**config.mk**
```make
export PLATFORM = sky130hd
export DESIGN_NAME = dev_aware_splitter
export DESIGN_NICKNAME = d
export VERILOG_FILES = /design/src/rtl/wns_pkg.sv /design/src/rtl/wns_lane.sv /design/src/rtl/wns_rdmerge.sv /design/src/rtl/wns_ctrl.sv /design/src/rtl/dev_aware_splitter.sv
export SDC_FILE = /design/constraint.sdc
export NUM_CORES = 1
export LEC_CHECK = 0
export BUFFER_PORTS_ARGS = -buffer_cell sky130_fd_sc_hd__buf_2
export CAP_MARGIN = 20
export CORE_AREA = 10 10 172 174
export DETAILED_ROUTE_END_ITERATION = 8
export DIE_AREA = 0 0 182 184
export REMOVE_ABC_BUFFERS = 1
export SYNTH_ARGS = -nofsm -noshare
export SYNTH_HDL_FRONTEND = slang
export SYNTH_SLANG_ARGS = --single-unit
```
**constraint.sdc**
```tcl
create_clock -name clk -period 1.6 [get_ports clk]
set_clock_uncertainty 0.05 [all_clocks]
set_input_delay 0.32 -clock clk [delete_from_list [all_inputs] [get_ports clk]]
set_output_delay 0.32 -clock clk [all_outputs]
set_load 0.03 [all_outputs]
```
**src/rtl/wns_pkg.sv**
```systemverilog
package wns_pkg;
  localparam logic [1:0] MT_NORMAL = 2'd0;
  localparam logic [1:0] MT_DEVICE = 2'd1;
  localparam logic [1:0] MT_STRONG = 2'd2;
  localparam logic [1:0] SZ_WORD   = 2'd2;
  localparam logic [1:0] SZ_DWORD  = 2'd3;

  typedef enum logic [2:0] {
    ST_IDLE, ST_NISSUE, ST_NWAIT, ST_WISSUE, ST_WWAIT, ST_RESP
  } state_e;

  // A doubleword request leaves on the narrow port unless the wide path is
  // present and the memory type allows merging.
  function automatic logic goes_wide(logic [1:0] size, logic [1:0] mtype, logic wide_en);
    return wide_en && size == SZ_DWORD && mtype == MT_NORMAL;
  endfunction

  function automatic logic goes_split(logic [1:0] size, logic [1:0] mtype, logic wide_en);
    return size == SZ_DWORD && !goes_wide(size, mtype, wide_en);
  endfunction
endpackage

```
**src/rtl/wns_lane.sv**
```systemverilog
module wns_lane
  import wns_pkg::*;
#(
  parameter int AW = 32
) (
  input  logic [AW-1:0] addr,
  input  logic [1:0]    size,
  input  logic [7:0]    strb,
  input  logic [63:0]   wdata,
  input  logic          split,
  input  logic          hi,
  output logic [AW-1:0] n_addr,
  output logic [1:0]    n_size,
  output logic [3:0]    n_strb,
  output logic [31:0]   n_wdata
);
  function automatic logic [AW-1:0] beat_addr(logic [AW-1:0] a, logic sp, logic h);
    return sp ? {a[AW-1:3], h, 2'b00} : a;
  endfunction

  assign n_addr  = beat_addr(addr, split, hi);
  assign n_size  = split ? SZ_WORD : size;
  assign n_strb  = hi ? strb[7:4] : strb[3:0];
  assign n_wdata = hi ? wdata[63:32] : wdata[31:0];
endmodule

```
**src/rtl/wns_rdmerge.sv**
```systemverilog
module wns_rdmerge (
  input  logic        clk,
  input  logic        rst_n,
  input  logic        clr,
  input  logic        nar_ld,
  input  logic        hi,
  input  logic [31:0] nar_din,
  input  logic        nar_err,
  input  logic        wid_ld,
  input  logic [63:0] wid_din,
  input  logic        wid_err,
  output logic [63:0] data,
  output logic        err
);
  always_ff @(posedge clk) begin
    if (!rst_n || clr) begin
      data <= '0;
      err  <= 1'b0;
    end else if (wid_ld) begin
      data <= wid_din;
      err  <= wid_err;
    end else if (nar_ld) begin
      if (hi) data[63:32] <= nar_din;
      else    data[31:0]  <= nar_din;
      err <= err | nar_err;
    end
  end
endmodule

```
**src/rtl/wns_ctrl.sv**
```systemverilog
module wns_ctrl
  import wns_pkg::*;
(
  input  logic clk,
  input  logic rst_n,
  input  logic req_valid,
  input  logic use_wide,
  input  logic use_split,
  input  logic start_hi,
  input  logic nar_ready,
  input  logic nar_rvalid,
  input  logic wid_ready,
  input  logic wid_rvalid,
  input  logic rsp_ready,
  output logic req_ready,
  output logic nar_valid,
  output logic wid_valid,
  output logic rsp_valid,
  output logic hi_sel,
  output logic split_sel,
  output logic ev_accept,
  output logic ev_nar_done,
  output logic ev_wid_done
);
  state_e st_q;
  logic   hi_q, split_q, pend_q, lo_done_q;
  logic   ev_nar_fire;

  function automatic state_e after_beat(logic sp, logic h);
    return (sp && !h) ? ST_NISSUE : ST_RESP;
  endfunction

  assign req_ready   = st_q == ST_IDLE;
  assign nar_valid   = st_q == ST_NISSUE;
  assign wid_valid   = st_q == ST_WISSUE;
  assign rsp_valid   = st_q == ST_RESP;
  assign ev_accept   = req_valid && req_ready;
  assign ev_nar_fire = nar_valid && nar_ready;
  assign ev_nar_done = st_q == ST_NWAIT && nar_rvalid;
  assign ev_wid_done = st_q == ST_WWAIT && wid_rvalid;
  assign hi_sel      = hi_q;
  assign split_sel   = split_q;

  always_ff @(posedge clk) begin
    if (!rst_n) begin
      st_q      <= ST_IDLE;
      hi_q      <= 1'b0;
      split_q   <= 1'b0;
      lo_done_q <= 1'b0;
    end else begin
      case (st_q)
        ST_IDLE: if (ev_accept) begin
          split_q   <= use_split;
          hi_q      <= use_split ? 1'b0 : start_hi;
          lo_done_q <= 1'b0;
          st_q      <= use_wide ? ST_WISSUE : ST_NISSUE;
        end
        ST_NISSUE: if (nar_ready) st_q <= ST_NWAIT;
        ST_NWAIT: if (nar_rvalid) begin
          st_q <= after_beat(split_q, hi_q);
          if (split_q && !hi_q) begin
            hi_q      <= 1'b1;
            lo_done_q <= 1'b1;
          end
        end
        ST_WISSUE: if (wid_ready) st_q <= ST_WWAIT;
        ST_WWAIT:  if (wid_rvalid) st_q <= ST_RESP;
        ST_RESP:   if (rsp_ready) st_q <= ST_IDLE;
        default:   st_q <= ST_IDLE;
      endcase
    end
  end

  // Tracks a narrow beat that was handed over but not yet answered.
  always_ff @(posedge clk) begin
    if (!rst_n)           pend_q <= 1'b0;
    else if (ev_nar_fire) pend_q <= 1'b1;
    else if (nar_rvalid)  pend_q <= 1'b0;
  end

  assert_no_overlap_R4: assert property (@(posedge clk) disable iff (!rst_n)
    nar_valid |-> !pend_q);
  assert_low_first_R3: assert property (@(posedge clk) disable iff (!rst_n)
    (ev_nar_fire && split_q && hi_q) |-> lo_done_q);
  assert_rsp_hold_R9: assert property (@(posedge clk) disable iff (!rst_n)
    (rsp_valid && !rsp_ready) |=> rsp_valid);
endmodule

```
**src/rtl/dev_aware_splitter.sv**
```systemverilog
module dev_aware_splitter
  import wns_pkg::*;
#(
  parameter int AW      = 32,
  parameter bit WIDE_EN = 1'b1
) (
  input  logic          clk,
  input  logic          rst_n,
  input  logic          req_valid,
  output logic          req_ready,
  input  logic [AW-1:0] req_addr,
  input  logic          req_write,
  input  logic [1:0]    req_size,
  input  logic [7:0]    req_strb,
  input  logic [63:0]   req_wdata,
  input  logic [1:0]    req_mtype,
  output logic          rsp_valid,
  input  logic          rsp_ready,
  output logic [63:0]   rsp_rdata,
  output logic          rsp_err,
  output logic          nar_valid,
  input  logic          nar_ready,
  output logic [AW-1:0] nar_addr,
  output logic          nar_write,
  output logic [1:0]    nar_size,
  output logic [3:0]    nar_strb,
  output logic [31:0]   nar_wdata,
  output logic [1:0]    nar_mtype,
  input  logic          nar_rvalid,
  input  logic [31:0]   nar_rdata,
  input  logic          nar_err,
  output logic          wid_valid,
  input  logic          wid_ready,
  output logic [AW-1:0] wid_addr,
  output logic          wid_write,
  output logic [7:0]    wid_strb,
  output logic [63:0]   wid_wdata,
  input  logic          wid_rvalid,
  input  logic [63:0]   wid_rdata,
  input  logic          wid_err
);
  logic [AW-1:0] addr_q;
  logic          write_q;
  logic [1:0]    size_q, mtype_q;
  logic [7:0]    strb_q;
  logic [63:0]   wdata_q;
  logic          use_wide, use_split;
  logic          hi_sel, split_sel, ev_accept, ev_nar_done, ev_wid_done;

  generate
    if (WIDE_EN) begin : g_wide
      assign use_wide = goes_wide(req_size, req_mtype, 1'b1);
    end else begin : g_narrow_only
      assign use_wide = 1'b0;
    end
  endgenerate
  assign use_split = goes_split(req_size, req_mtype, WIDE_EN);

  always_ff @(posedge clk) begin
    if (!rst_n) begin
      addr_q  <= '0;
      write_q <= 1'b0;
      size_q  <= '0;
      mtype_q <= MT_NORMAL;
      strb_q  <= '0;
      wdata_q <= '0;
    end else if (ev_accept) begin
      addr_q  <= req_addr;
      write_q <= req_write;
      size_q  <= req_size;
      mtype_q <= req_mtype;
      strb_q  <= req_strb;
      wdata_q <= req_wdata;
    end
  end

  wns_ctrl u_ctrl (
    .clk(clk), .rst_n(rst_n), .req_valid(req_valid),
    .use_wide(use_wide), .use_split(use_split), .start_hi(req_addr[2]),
    .nar_ready(nar_ready), .nar_rvalid(nar_rvalid),
    .wid_ready(wid_ready), .wid_rvalid(wid_rvalid), .rsp_ready(rsp_ready),
    .req_ready(req_ready), .nar_valid(nar_valid), .wid_valid(wid_valid),
    .rsp_valid(rsp_valid), .hi_sel(hi_sel), .split_sel(split_sel),
    .ev_accept(ev_accept), .ev_nar_done(ev_nar_done), .ev_wid_done(ev_wid_done)
  );

  wns_lane #(.AW(AW)) u_lane (
    .addr(addr_q), .size(size_q), .strb(strb_q), .wdata(wdata_q),
    .split(split_sel), .hi(hi_sel),
    .n_addr(nar_addr), .n_size(nar_size), .n_strb(nar_strb), .n_wdata(nar_wdata)
  );

  wns_rdmerge u_merge (
    .clk(clk), .rst_n(rst_n), .clr(ev_accept),
    .nar_ld(ev_nar_done), .hi(hi_sel), .nar_din(nar_rdata), .nar_err(nar_err),
    .wid_ld(ev_wid_done), .wid_din(wid_rdata), .wid_err(wid_err),
    .data(rsp_rdata), .err(rsp_err)
  );

  assign nar_write = write_q;
  assign nar_mtype = mtype_q;
  assign wid_addr  = {addr_q[AW-1:3], 3'b000};
  assign wid_write = write_q;
  assign wid_strb  = strb_q;
  assign wid_wdata = wdata_q;

  assert_beat_stable_R10: assert property (@(posedge clk) disable iff (!rst_n)
    (nar_valid && !nar_ready) |=> nar_valid && $stable(nar_addr)
                                  && $stable(nar_strb) && $stable(nar_wdata));
  assert_wide_normal_R8: assert property (@(posedge clk) disable iff (!rst_n)
    wid_valid |-> (mtype_q == MT_NORMAL && size_q == SZ_DWORD));
  assert_rsp_stable_R9: assert property (@(posedge clk) disable iff (!rst_n)
    (rsp_valid && !rsp_ready) |=> $stable(rsp_rdata) && $stable(rsp_err));
  assert_one_phase_R9: assert property (@(posedge clk) disable iff (!rst_n)
    $onehot0({req_ready, nar_valid, wid_valid, rsp_valid}));
endmodule

```
==> impl_metrics.env <==
export IMPL_wl_per_cell_um=23.0
export IMPL_yosys_area_top_type="dfxtp_1"
export IMPL_status="finished, violations left"
export IMPL_total_leakage_power_nw=6.97
export IMPL_fp_dieH_um=184
export IMPL_grt_pass1_wl_mm=56.1
export IMPL_crit_path_max_fanout=13
export IMPL_hold_viol=0
export IMPL_ys_flop_type="dfxtp_1"
export IMPL_dieArea_um2=33500
export IMPL_crit_type="reg -> out"
export IMPL_synth_commonest_cells="nand2_1 (225), dfxtp_1 (179), a21boi_0 (109), buf_4 (73)"
export IMPL_start_kind="flop"
export IMPL_critical_path_required_ns=1.23
export IMPL_hp_class="in -> reg"
export IMPL_placement_io_buffers=458
export IMPL_postRouteAntennaNets=0
export IMPL_layout_setup_ws_ns=-0.344
export IMPL_synth_edf_count=0
export IMPL_post_synth_cell_area_avg_um2=8.50
export IMPL_drv_slew=0
export IMPL_maxCapViolCount=0
export IMPL_yosys_top_cells_area="dfxtp_1 (44%), nand2_1 (10%), a21boi_0 (10%), buf_4 (6.7%), mux2_2 (5.1%)"
export IMPL_first_iter_violations=472
export IMPL_grt_antenna_before_repair=3
export IMPL_wl_mm=41.3
export IMPL_clock_latency_ns=0.42
export IMPL_cts_sinks=179
export IMPL_cts_tree="built"
export IMPL_dpl_worst_slack_ns=-0.0486
export IMPL_synthCells=957
export IMPL_synthArstFlopShare_pct=0
export IMPL_synth_seq_cells=179
export IMPL_grt_pass1_vias=9085
export IMPL_nNetsFinal=1661
export IMPL_die_w_um=182
export IMPL_ys_seq_area_share_pct=44.1
export IMPL_area_growth_pct=83.1
export IMPL_fp_row_count=59
export IMPL_clockBufferDepth=2
export IMPL_initial_core_util_pct=31.4
export IMPL_rsz0062_at_grt="yes"
export IMPL_dr_total_vias=9024
export IMPL_grtUsageTotal_pct=21.5
export IMPL_core_um2=25900
export IMPL_ys_types=34
export IMPL_max_clock_freq_mhz=514
export IMPL_firstDrtPassIters=4
export IMPL_hpwl_mm=25.1
export IMPL_powerDensity_nw_per_um2=1650
export IMPL_violations="negative setup slack"
export IMPL_yosysTopAreaCellShare_pct=44.1
export IMPL_cp_arrival_ns=1.57
export IMPL_path_clk_slew_ns=0.07
export IMPL_netlist_area_um2=8130
export IMPL_fin_crit_ns=1.94
export IMPL_root_buffer="clkbuf_16"
export IMPL_ir_worst_vdd_uv=940
export IMPL_grt_max_degree=84
export IMPL_drive_gt1_share_pct=65.9
export IMPL_grt_overflow_total=0
export IMPL_ys_warn_count=0
export IMPL_setup_violations=203
export IMPL_cts_hold_buf=0
export IMPL_fin_util_pct=57.5
export IMPL_hold_ws_ns=0.0762
export IMPL_cts_buffers_inserted=17
export IMPL_htree_levels=4
export IMPL_io_pins=462
export IMPL_synth_most_common_cell="nand2_1"
export IMPL_gp_congestion=0.816
export IMPL_min_period_over_period_pct=122
export IMPL_drc=0
export IMPL_worst_setup_path_end_kind="output port"
export IMPL_viasPerCell=5.03
[cells in the final DEF, fill, tap and decap left out, types with 4 or more instances in the layout]
cell / count
buf_16: 29
a21oi_2: 18
nor2b_2: 10
buf_12: 30
a21boi_1: 48
nand2_1: 98
nor2_1: 65
buf_4: 40
buf_6: 66
mux2_2: 13
a21oi_1: 46
a21oi_4: 4
a211oi_1: 29
mux2_4: 24
a211oi_2: 33
clkbuf_16: 30
dfxtp_1: 174
dfxtp_4: 4
buf_8: 9
a21boi_2: 61
buf_2: 413
nand2_4: 77
clkinv_4: 4
nand2_2: 49
nor2b_4: 12
nor2b_1: 14
nor3_1: 4
[state kept, by name, indices dropped and copies added, names as in the netlist]
signal	count
u_merge.err	1
wid_strb	8
wid_wdata	64
u_merge.data	64
nar_mtype	2
addr_q	32
u_ctrl.st_q	3
size_q	2
nar_write	1
u_ctrl.hi_sel	1
u_ctrl.split_sel	1
[cells by family after synthesis]
family / count (synthesis) / share of synthesized area (%)
compound gates: 245 / 21.3
simple gates: 354 / 18.5
flops: 179 / 44.1
other cells: 1 / 0.0461
mux: 41 / 5.62
buf+inv: 137 / 10.4
[per-stage QoR]
| step | cells | power [mW] | cell area [um^2] | TNS [ns] |
|---|---|---|---|---|
| after floorplan | 823 | 9.30 | 7300 | -753.78 |
| after global placement | 1660 | 14.0 | 10500 | -0.0137 |
| after detailed placement | 1660 | 14.0 | 10500 | -0.910 |
| after CTS | 1777 | 22.7 | 13400 | -21.72 |
| after global routing | 1794 | 25.6 | 14900 | -28.03 |
| final | 1795 | 24.6 | 14900 | -20.39 |
[path summary, 6_finish.rpt]
path              cells after the start          endpoint  slack (ns)     startpoint
setup reg to reg                      7  u_merge.data[19]       -0.16  u_ctrl.hi_sel
hold / removal                        3        addr_q[16]        0.08   req_addr[16]
setup / recovery                      3     nar_wdata[25]       -0.34  u_ctrl.hi_sel
hold reg to reg                       2      nar_mtype[0]        0.41   nar_mtype[0]
[metal layers]
layer	GRT usage (%)	routed length, um	vias up
li1	-	-	4167
met5	0	13	-
met3	8.09	3830	64
met4	9.01	1360	2
met2	36.9	20700	439
met1	23.5	15400	4352
[cell type report]
| type | count | area, um^2 |
|---|---|---|
| inverter | 1 | 3.75 |
| tap | 335 | 419 |
| antenna | 1 | 2.50 |
| sequential | 179 | 3600 |
| clock inverter | 12 | 119 |
| multi-input combinational | 644 | 5230 |
| clock buffer | 20 | 447 |
| timing repair buffer | 603 | 5070 |
| fill | 2228 | 11000 |
[what timing repair did]
item / 4_1_cts / 5_1_grt
setup endpoints to repair: 136 / 223
setup buffers: 49 / 12
pin swaps: 70 / 180
resized for setup: 371 / 343
gates cloned: 36 / 17
[report_power, final]
part | internal, mW | switching (mW)
registers | 5.26 | 0.864
logic | 6.56 | 7.77
clock network | 2.11 | 2.04
total | 13.9 | 10.7
[worst max-delay path, stage by stage, from the launching register on]
cell and delay (ns):
dfxtp_4 0.46, buf_12 0.18, mux2_2 0.35, buf_6 0.14
No activity file was read; power rests on OpenSTA's default activity.
